$ cat src/rtl/cmdq_pkg.sv
package cmdq_pkg;

    // Register offsets; the host-side software depends on these positions.
    localparam logic [7:0] OFS_IDBR = 8'h20;  // inbound doorbell
    localparam logic [7:0] OFS_ISR  = 8'h30;  // interrupt status (raw)
    localparam logic [7:0] OFS_IMR  = 8'h34;  // interrupt mask
    localparam logic [7:0] OFS_IPQ  = 8'h40;  // inbound post queue
    localparam logic [7:0] OFS_OPQ  = 8'h44;  // outbound post queue
    localparam logic [7:0] OFS_OSR  = 8'h9c;  // outbound status
    localparam logic [7:0] OFS_ODC  = 8'ha0;  // outbound doorbell clear

    typedef enum logic {
        ACC_IDLE = 1'b0,
        ACC_RESP = 1'b1
    } acc_state_e;

    typedef enum logic {
        BELL_IDLE = 1'b0,
        BELL_PEND = 1'b1
    } bell_state_e;

endpackage

$ cat src/rtl/cmdq_fifo.sv
module cmdq_fifo #(
    parameter int WIDTH = 32,
    parameter int DEPTH = 16,
    parameter int CNT_W = $clog2(DEPTH + 1)
) (
    input  logic             clk,
    input  logic             rst_n,
    input  logic             push,
    input  logic [WIDTH-1:0] pdata,
    input  logic             pop,
    output logic [WIDTH-1:0] head,
    output logic             empty,
    output logic             full,
    output logic [CNT_W-1:0] count
);
    localparam int PTR_W = (DEPTH > 1) ? $clog2(DEPTH) : 1;

    logic [WIDTH-1:0] mem [DEPTH];
    logic [PTR_W-1:0] wr_ptr;
    logic [PTR_W-1:0] rd_ptr;
    logic [CNT_W-1:0] cnt_q;
    logic             do_push;
    logic             do_pop;

    assign empty   = (cnt_q == '0);
    assign full    = (cnt_q == CNT_W'(DEPTH));
    assign count   = cnt_q;
    assign head    = mem[rd_ptr];
    assign do_push = push && !full;
    assign do_pop  = pop && !empty;

    always_ff @(posedge clk) begin
        if (do_push) begin
            mem[wr_ptr] <= pdata;
        end
    end

    always_ff @(posedge clk) begin
        if (!rst_n) begin
            wr_ptr <= '0;
            rd_ptr <= '0;
            cnt_q  <= '0;
        end else begin
            if (do_push) begin
                wr_ptr <= (wr_ptr == PTR_W'(DEPTH - 1)) ? '0 : wr_ptr + PTR_W'(1);
            end
            if (do_pop) begin
                rd_ptr <= (rd_ptr == PTR_W'(DEPTH - 1)) ? '0 : rd_ptr + PTR_W'(1);
            end
            case ({do_push, do_pop})
                2'b10:   cnt_q <= cnt_q + CNT_W'(1);
                2'b01:   cnt_q <= cnt_q - CNT_W'(1);
                default: cnt_q <= cnt_q;
            endcase
        end
    end

    AST_FIFO_BOUNDED: assert property (@(posedge clk) disable iff (!rst_n)
        count <= CNT_W'(DEPTH));
    AST_FIFO_FULL_DROP: assert property (@(posedge clk) disable iff (!rst_n)
        (full && push && !pop) |=> (full && $stable(count)));
    AST_FIFO_EMPTY_POP: assert property (@(posedge clk) disable iff (!rst_n)
        (empty && pop && !push) |=> empty);

endmodule

$ cat src/rtl/cmdq_bell.sv
module cmdq_bell
    import cmdq_pkg::*;
(
    input  logic clk,
    input  logic rst_n,
    input  logic set,
    input  logic clr,
    output logic pend
);
    bell_state_e state_q;
    bell_state_e state_d;

    always_comb begin
        state_d = state_q;
        unique case (state_q)
            BELL_IDLE: if (set && !clr) state_d = BELL_PEND;
            BELL_PEND: if (clr)         state_d = BELL_IDLE;
            default:                    state_d = BELL_IDLE;
        endcase
    end

    always_ff @(posedge clk) begin
        if (!rst_n) begin
            state_q <= BELL_IDLE;
        end else begin
            state_q <= state_d;
        end
    end

    always_comb begin
        pend = (state_q == BELL_PEND);
    end

    AST_BELL_HOLD: assert property (@(posedge clk) disable iff (!rst_n)
        (pend && !clr) |=> pend);
    AST_BELL_CLEAR: assert property (@(posedge clk) disable iff (!rst_n)
        (pend && clr) |=> !pend);

endmodule

$ cat src/rtl/cmdq_regblock.sv
module cmdq_regblock
    import cmdq_pkg::*;
#(
    parameter int ADDR_W = 8,
    parameter int DATA_W = 32,
    parameter int QDEPTH = 16,
    parameter int NE_ALT = 0
) (
    input  logic              clk,
    input  logic              rst_n,
    input  logic              hst_req,
    input  logic              hst_we,
    input  logic [ADDR_W-1:0] hst_addr,
    input  logic [DATA_W-1:0] hst_wdata,
    output logic              hst_rvalid,
    output logic [DATA_W-1:0] hst_rdata,
    output logic              irq,
    output logic              dev_cmd_valid,
    output logic [DATA_W-1:0] dev_cmd_addr,
    input  logic              dev_cmd_pop,
    output logic              dev_ipq_ovf,
    input  logic              dev_cmp_push,
    input  logic [DATA_W-1:0] dev_cmp_tag,
    input  logic              dev_cmp_err,
    output logic              dev_cmp_full,
    input  logic              dev_odb_set,
    output logic              dev_cfg_update,
    input  logic              dev_cfg_ack
);
    localparam int CNT_W  = $clog2(QDEPTH + 1);
    localparam int NE_BIT = (NE_ALT != 0) ? 2 : 3;

    // decode
    logic wr, rd;
    logic hit_idbr, hit_isr, hit_imr, hit_ipq, hit_opq, hit_osr, hit_odc;

    assign wr       = hst_req && hst_we;
    assign rd       = hst_req && !hst_we;
    assign hit_idbr = (hst_addr == ADDR_W'(OFS_IDBR));
    assign hit_isr  = (hst_addr == ADDR_W'(OFS_ISR));
    assign hit_imr  = (hst_addr == ADDR_W'(OFS_IMR));
    assign hit_ipq  = (hst_addr == ADDR_W'(OFS_IPQ));
    assign hit_opq  = (hst_addr == ADDR_W'(OFS_OPQ));
    assign hit_osr  = (hst_addr == ADDR_W'(OFS_OSR));
    assign hit_odc  = (hst_addr == ADDR_W'(OFS_ODC));

    // inbound queue
    logic             ipq_empty, ipq_full, ipq_push;
    logic [CNT_W-1:0] ipq_count;

    assign ipq_push = wr && hit_ipq;

    cmdq_fifo #(.WIDTH(DATA_W), .DEPTH(QDEPTH), .CNT_W(CNT_W)) u_ipq (
        .clk   (clk),
        .rst_n (rst_n),
        .push  (ipq_push),
        .pdata (hst_wdata),
        .pop   (dev_cmd_pop),
        .head  (dev_cmd_addr),
        .empty (ipq_empty),
        .full  (ipq_full),
        .count (ipq_count)
    );

    assign dev_cmd_valid = !ipq_empty;

    // outbound queue
    logic              opq_empty, opq_full, opq_pop;
    logic [CNT_W-1:0]  opq_count;
    logic [DATA_W-1:0] opq_head;
    logic [DATA_W-1:0] cmp_word;

    always_comb begin
        cmp_word    = dev_cmp_tag;
        cmp_word[1] = dev_cmp_err;
        cmp_word[0] = 1'b0;
    end

    assign opq_pop = rd && hit_opq;

    cmdq_fifo #(.WIDTH(DATA_W), .DEPTH(QDEPTH), .CNT_W(CNT_W)) u_opq (
        .clk   (clk),
        .rst_n (rst_n),
        .push  (dev_cmp_push),
        .pdata (cmp_word),
        .pop   (opq_pop),
        .head  (opq_head),
        .empty (opq_empty),
        .full  (opq_full),
        .count (opq_count)
    );

    assign dev_cmp_full = opq_full;

    // doorbells
    logic ob_pend;

    cmdq_bell u_ibell (
        .clk   (clk),
        .rst_n (rst_n),
        .set   (wr && hit_idbr && hst_wdata[0]),
        .clr   (dev_cfg_ack),
        .pend  (dev_cfg_update)
    );

    cmdq_bell u_obell (
        .clk   (clk),
        .rst_n (rst_n),
        .set   (dev_odb_set),
        .clr   (wr && hit_odc && hst_wdata[0]),
        .pend  (ob_pend)
    );

    // mask, overflow, status
    logic [DATA_W-1:0] mask_q;
    logic              ovf_q;
    logic [DATA_W-1:0] isr_raw;
    logic [DATA_W-1:0] osr_val;

    always_ff @(posedge clk) begin
        if (!rst_n) begin
            mask_q <= '1;
            ovf_q  <= 1'b0;
        end else begin
            if (wr && hit_imr) mask_q <= hst_wdata;
            if (ipq_push && ipq_full) ovf_q <= 1'b1;
        end
    end

    assign dev_ipq_ovf = ovf_q;

    always_comb begin
        isr_raw         = '0;
        isr_raw[NE_BIT] = !opq_empty;
        isr_raw[0]      = ob_pend;
    end

    always_comb begin
        osr_val           = '0;
        osr_val[0 +: CNT_W] = opq_count;
        osr_val[8 +: CNT_W] = ipq_count;
        osr_val[16]       = ob_pend;
    end

    // read mux
    logic [DATA_W-1:0] rd_mux;

    always_comb begin
        rd_mux = '0;
        if (hit_idbr)     rd_mux[0] = dev_cfg_update;
        else if (hit_isr) rd_mux    = isr_raw;
        else if (hit_imr) rd_mux    = mask_q;
        else if (hit_opq) rd_mux    = opq_empty ? '1 : opq_head;
        else if (hit_osr) rd_mux    = osr_val;
    end

    // access state machine
    acc_state_e        acc_q;
    acc_state_e        acc_d;
    logic [DATA_W-1:0] rdata_q;
    logic              irq_q;

    always_comb begin
        acc_d = acc_q;
        unique case (acc_q)
            ACC_IDLE: if (rd)  acc_d = ACC_RESP;
            ACC_RESP: if (!rd) acc_d = ACC_IDLE;
            default:           acc_d = ACC_IDLE;
        endcase
    end

    always_ff @(posedge clk) begin
        if (!rst_n) begin
            acc_q   <= ACC_IDLE;
            rdata_q <= '0;
            irq_q   <= 1'b0;
        end else begin
            acc_q <= acc_d;
            if (rd) rdata_q <= rd_mux;
            irq_q <= |(isr_raw & ~mask_q);
        end
    end

    always_comb begin
        hst_rvalid = (acc_q == ACC_RESP);
        hst_rdata  = rdata_q;
        irq        = irq_q;
    end

    AST_EMPTY_SENTINEL: assert property (@(posedge clk) disable iff (!rst_n)
        (rd && hit_opq && opq_empty) |=> (hst_rdata == '1));
    AST_READ_VALID: assert property (@(posedge clk) disable iff (!rst_n)
        rd |=> hst_rvalid);
    AST_MASK_BLOCKS: assert property (@(posedge clk) disable iff (!rst_n)
        ($past(mask_q) == '1) |-> !irq);
    AST_IRQ_RAISE: assert property (@(posedge clk) disable iff (!rst_n)
        (!opq_empty && !mask_q[NE_BIT]) |=> irq);
    AST_OVF_STICKY: assert property (@(posedge clk) disable iff (!rst_n)
        dev_ipq_ovf |=> dev_ipq_ovf);
    AST_IPQ_DROP: assert property (@(posedge clk) disable iff (!rst_n)
        (ipq_push && ipq_full && !dev_cmd_pop) |=> (dev_ipq_ovf && dev_cmd_valid));

endmodule

$ cat config.mk
export PLATFORM = sky130hd
export DESIGN_NAME = cmdq_regblock
export DESIGN_NICKNAME = d
export VERILOG_FILES = /design/src/rtl/cmdq_pkg.sv /design/src/rtl/cmdq_fifo.sv /design/src/rtl/cmdq_bell.sv /design/src/rtl/cmdq_regblock.sv
export SDC_FILE = /design/constraint.sdc
export NUM_CORES = 1
export LEC_CHECK = 0
export ABC_CLOCK_PERIOD_IN_PS = 6200
export BUFFER_PORTS_ARGS = -buffer_cell sky130_fd_sc_hd__buf_2
export CORE_MARGIN = 10
export CORE_UTILIZATION = 50
export CTS_BUF_LIST = sky130_fd_sc_hd__clkbuf_16
export DETAILED_ROUTE_END_ITERATION = 8
export PLACE_DENSITY = 0.71
export SETUP_SLACK_MARGIN = 0.15
export SYNTH_ARGS = -nofsm -noshare
export SYNTH_HDL_FRONTEND = slang
export SYNTH_SLANG_ARGS = --single-unit
$ cat constraint.sdc
create_clock -name clk -period 6.2 [get_ports clk]
set_clock_uncertainty 0.15 [all_clocks]
set_input_delay 0.93 -clock clk [delete_from_list [all_inputs] [get_ports clk]]
set_output_delay 0.93 -clock clk [all_outputs]
set_load 0.05 [all_outputs]
==> flow_summary.ini, run 1 <==
[cells_and_area]
final_cell_mix = edfxtp_1 (1,008), mux4_2 (240), buf_2 (148)
drive_gt1_frac = 0.279
area.growth.synth_to_final_pct = 13.1
final_common_cell = edfxtp_1
utilization = 0.570
nets = 2440
final_cells = 3583

[clock_tree]
numCtsBuffers = 103
htree_num_levels = 3
hold_buffers = 0
cts.path.max_buffers = 3
post_cts_resized = 0
tritoncts = yes
clkLatencyLatePin_ns = 0.65
cts_setup_buffers = 0
cts_root_buffer = clkbuf_16
clock-sinks = 1111
clk_pin_slew_ns = 0.06

[synthesis]
synth_edf_count = 1008
synth_compound_area_frac = 0.0411
yosys.area_share.simple = 0.0295
ys_types = 64
synthMuxAreaShare = 0.152
synth-seq-cells = 1111
synthAdderAreaFrac = 0.00466
synth_fp_nets = 2262
yosysWarnings = 0
synth_xor_area_frac = 0.00245
async_flop_share = 0
synth_top_family_by_area = multiplexers
yosysSeqAreaShare = 0.753
syn_inst = 2165
syn_area_um2 = 42900
ys.flop_type = edfxtp_1
syn_avg_cell_area_um2 = 19.8

[setup_path]
arrival_ns = 3.46
r2r_setup_slack_ns = 2.47
critPathMaxFanout = 45
reg2reg_from = u_opq.count[0]
required_ns = 5.12
start_kind = register
r2r_cells = 12
endpoint_kind = primary output
regToRegEndpoint = u_opq.count[4]
crit_type = reg2out

[placement]
pre_cts_ws_ns = 2.26
port_buffers = 148
gp_congestion = 0.795
dp.cells = 3382
hpwl_um = 55700

[timing]
layout_setup_ws_ns = 1.66
drv_slew = 0
hold_viol = 0
min_period_ns = 4.54
worst-slew-pin-transition_ns = 1.11
fmax_mhz = 220
rsz0062_at_grt = false
fin_crit_sh = 0.732
slew-limit-headroom = 0.256
setup_violations = 0
setup_tns_ns = 0

[route]
drc = 0
drt_iter0_markers = 2542
num_vias = 21700
via_per_inst = 6.06
dr.pass1.iters = 8
routedWlPerCell_um = 27.5
ant_nets = 0
wirelength_um = 98500

[global_route]
gr-total-overflow = 0
grt_max_degree = 95
track_usage = 0.198
antenna_found_initial = 24
grt_pass1_wl_um = 145000
grt_pass1_vias = 22100

[min_path]
min_path_cells = 2
hold_end = hst_rdata[0]
hp-class = reg2reg
hp-start = hst_rdata[0]

[run_status]
outcome = complete, no violations

[die]
num_rows = 107
die_w_um = 313
floorplan.io_pins = 151
initial_core_util = 0.504
core_area_um2 = 85100
die_area_um2 = 98000
die_y_um = 313

[flow_run]
maxCapViolCount = 0

[power]
power_leakage_nw = 15.4
ir_drop_v = 0.000313
cellPowerDensity_nw_per_um2 = 306
total_power_mw = 14.9
registers in the layout, summed over array words and instances, names as in the netlist, 4 cells and up, named ones only:
signal and count:
u_ipq.count 5, u_opq.count 5, u_ipq.wr_ptr 4, u_ipq.mem 512
u_ipq.rd_ptr 4, mask_q 32, u_opq.mem 496, u_opq.wr_ptr 4
u_opq.rd_ptr 4, hst_rdata 32
per-layer routing:
layer / global-route usage / vias up / share of wire
li1: - / 9252 / -
met4: 0.0634 / 12 / 0.031
met2: 0.327 / 899 / 0.50
met1: 0.262 / 11400 / 0.39
met5: 0 / - / 0.00074
met3: 0.0405 / 197 / 0.077
layout make-up:
class / count / area, µm²
clock inverter: 84 / 704
antenna: 9 / 22.5
inverter: 19 / 71.3
multi-input combinational: 906 / 10100
sequential: 1111 / 32300
timing repair buffer: 202 / 1200
tap: 1144 / 1430
fill: 6256 / 36600
clock buffer: 108 / 2700
power breakdown:
group,switching (mW),leakage [nW],internal (mW)
clock network,2.68,1.75,3.65
registers,0.0189,9.92,8.20
logic,0.240,3.73,0.0931
total,2.94,15.4,11.9
critical path, stage by stage (launching register included):
cell     delay, ns
dfxtp_4       0.93
buf_12        0.42
mux4_2        0.58
mux4_2        0.52
buf_2         0.24
per-stage QoR:
step	hold slack, ns	cell area, µm²
after floorplan	0.282	42900
after global placement	0.304	45100
after detailed placement	0.307	45100
after CTS	0.321	48500
after global routing	0.329	48500
final	0.315	48500
synthesized netlist by cell type, types with 18 or more instances:
master / count / area share
a22o_1: 21 / 0.0043
nand2_1: 90 / 0.0079
a31o_2: 22 / 0.0045
inv_1: 18 / 0.0016
mux2i_1: 102 / 0.024
o21ai_0: 39 / 0.0045
nor2_1: 53 / 0.0046
a21oi_1: 81 / 0.0094
buf_2: 32 / 0.0037
mux4_2: 240 / 0.13
nand3_1: 40 / 0.0047
dfxtp_1: 103 / 0.048
edfxtp_1: 1008 / 0.70
a22oi_1: 46 / 0.0080
clkbuf_1: 69 / 0.0060
cells by family after synthesis:
group	Yosys count
buffers and inverters	148
adders and majority gates	16
DFF	1111
muxes	350
AOI/OAI and AO/OA	269
xor gates and xnor gates	12
and+or+nand+nor	259
worst max-delay path by stage:
stage	from	end	slack [ns]	cells past startpoint
global route	register	dev_cmd_addr[23]	1.42	4
global placement	register	dev_cmd_addr[6]	2.26	4
floorplan	hst_addr[5]	u_ipq.mem[0][0]	0.90	4
finish	register	dev_cmd_addr[23]	1.66	4
CTS	register	dev_cmd_addr[23]	1.55	4
detailed placement	register	dev_cmd_addr[23]	2.26	4
No activity file was read; power rests on OpenSTA's default activity.
==> run 2, diff against run 1 <==
Settings changed: ABC_CLOCK_PERIOD_IN_PS 6200 to 4200.
Clock period 6.2 ns to 4.2 ns, I/O delays scaled along.
==> run 2 against run 1 <==
  * Combinational power grew 54%
  * Non-clock buffer count grew 25
  * Final cell count grew 0.98%
  * Clock-buffer cell count is the same
  * Die area is the same
  * Critical path type unchanged
  * Largest cell class unchanged
==> flow_summary.ini, run 2 (same netlist as run 1, synthesis figures left out) <==
[route]
via_per_inst = 6.00
routedWlPerCell_um = 27.6
drc = 0
num_vias = 21700
ant_nets = 0
dr.pass1.iters = 5
drt_iter0_markers = 2259
wirelength_um = 99700

[die]
die_area_um2 = 98000
initial_core_util = 0.504
floorplan.io_pins = 151
die_y_um = 313
die_w_um = 313
num_rows = 107
core_area_um2 = 85100

[min_path]
hp-class = in2reg

[timing]
worst-slew-pin-transition_ns = 1.03
slew-limit-headroom = 0.314
drv_slew = 0
rsz0062_at_grt = false
min_period_ns = 3.85
hold_viol = 0
setup_violations = 0
fin_crit_sh = 0.916
layout_setup_ws_ns = 0.353
fmax_mhz = 260

[setup_path]
crit_path_frequent_cell = mux4_2
cp_slowest_cell = dfxtp_4
endpoint_kind = primary output
cp_cell_sequence = buf_4 > mux4_2 > mux4_2 > buf_2
path_delay_family = multiplexers
start_kind = register
crit_buf_inv = 2
arrival_ns = 3.07
max_stage_delay_ns = 0.70
crit_type = reg2out
critPathMaxFanout = 25
required_ns = 3.42

[cells_and_area]
nets = 2470
top_register = u_ipq.mem
area.growth.synth_to_final_pct = 14.0
final_common_cell = edfxtp_1
largest_reg_flops = 512
final_cells = 3618
final_cell_mix = edfxtp_1 (1,008), mux4_2 (240), buf_2 (148)
drive_gt1_frac = 0.282
top_regs = u_ipq.mem (512), u_opq.mem (496)

[flow_run]
maxCapViolCount = 0

[clock_tree]
cts_root_buffer = clkbuf_16
htree_num_levels = 3
tritoncts = yes
cts_setup_buffers = 0
cts.path.max_buffers = 3
post_cts_resized = 0
clk_pin_slew_ns = 0.07
clock-sinks = 1111
hold_buffers = 1
numCtsBuffers = 108
clkLatencyLatePin_ns = 0.67

[power]
power_leakage_nw = 15.6
cellPowerDensity_nw_per_um2 = 447
ir_drop_v = 0.000318

[global_route]
track_usage = 0.202
gr-total-overflow = 0
grt.busiest_layer = met2
antenna_found_initial = 19
grt_pass1_vias = 22600
grt_max_degree = 93
use_met2 = 0.338
use_met1 = 0.262
grt_pass1_wl_um = 148000
grtUsageMet3 = 0.0469

[placement]
hpwl_um = 59300
port_buffers = 148
gp_congestion = 0.851
dp.cells = 3406
pre_cts_ws_ns = 0.485

[run_status]
outcome = complete, no violations
## run 2: changes by cell type in the layout (fill, tap and decap cells not counted), sizes merged
cell,delta
clkinv,+6
diode,-3
bufinv,-3
buf,+24
inv,+10
dlygate4sd3,+1
## run 2: power breakdown
part           total [mW]  internal, mW  switching, mW
registers            12.1          12.1         0.0302
clock network        9.24          5.23           4.01
logic               0.512         0.144          0.368
## run 2: area by class of cell
type,count,area (µm²)
clock inverter,97,726
inverter,19,71.3
multi-input combinational,906,10100
sequential,1111,32300
fill,6183,36200
tap,1144,1430
clock buffer,108,2700
antenna,6,15.0
timing repair buffer,227,1560
## run 2: worst paths after layout
kind | startpoint | to | slack, ns | cells after the start
max | register | dev_cmd_addr[8] | 0.35 | 4
min | dev_cmp_tag[20] | u_opq.mem[6][19] | 0.18 | 1
max reg2reg | u_ipq.count[1] | u_ipq.count[4] | 0.68 | 11
min reg2reg | mask_q[9] | mask_q[9] | 0.32 | 2
## run 2: layer usage
layer,wire length (µm),vias to the layer above
met5,132,-
met1,38100,11300
met4,2550,22
li1,-,9307
met3,8420,186
met2,50500,908
## run 2: metrics by stage
step / area (µm²) / utilization / total power [mW] / hold slack [ns] / setup TNS (ns)
6_report: 48900 / 0.575 / 21.9 / 0.180 / 0
5_1_grt: 48900 / 0.575 / 22.5 / 0.180 / 0
4_1_cts: 48900 / 0.575 / 22.0 / 0.146 / 0
3_5_place_dp: 45500 / 0.534 / 12.9 / 0.306 / 0
3_3_place_gp: 45500 / 0.534 / 12.8 / 0.297 / 0
2_1_floorplan: 43000 / - / 12.6 / 0.282 / -102.42
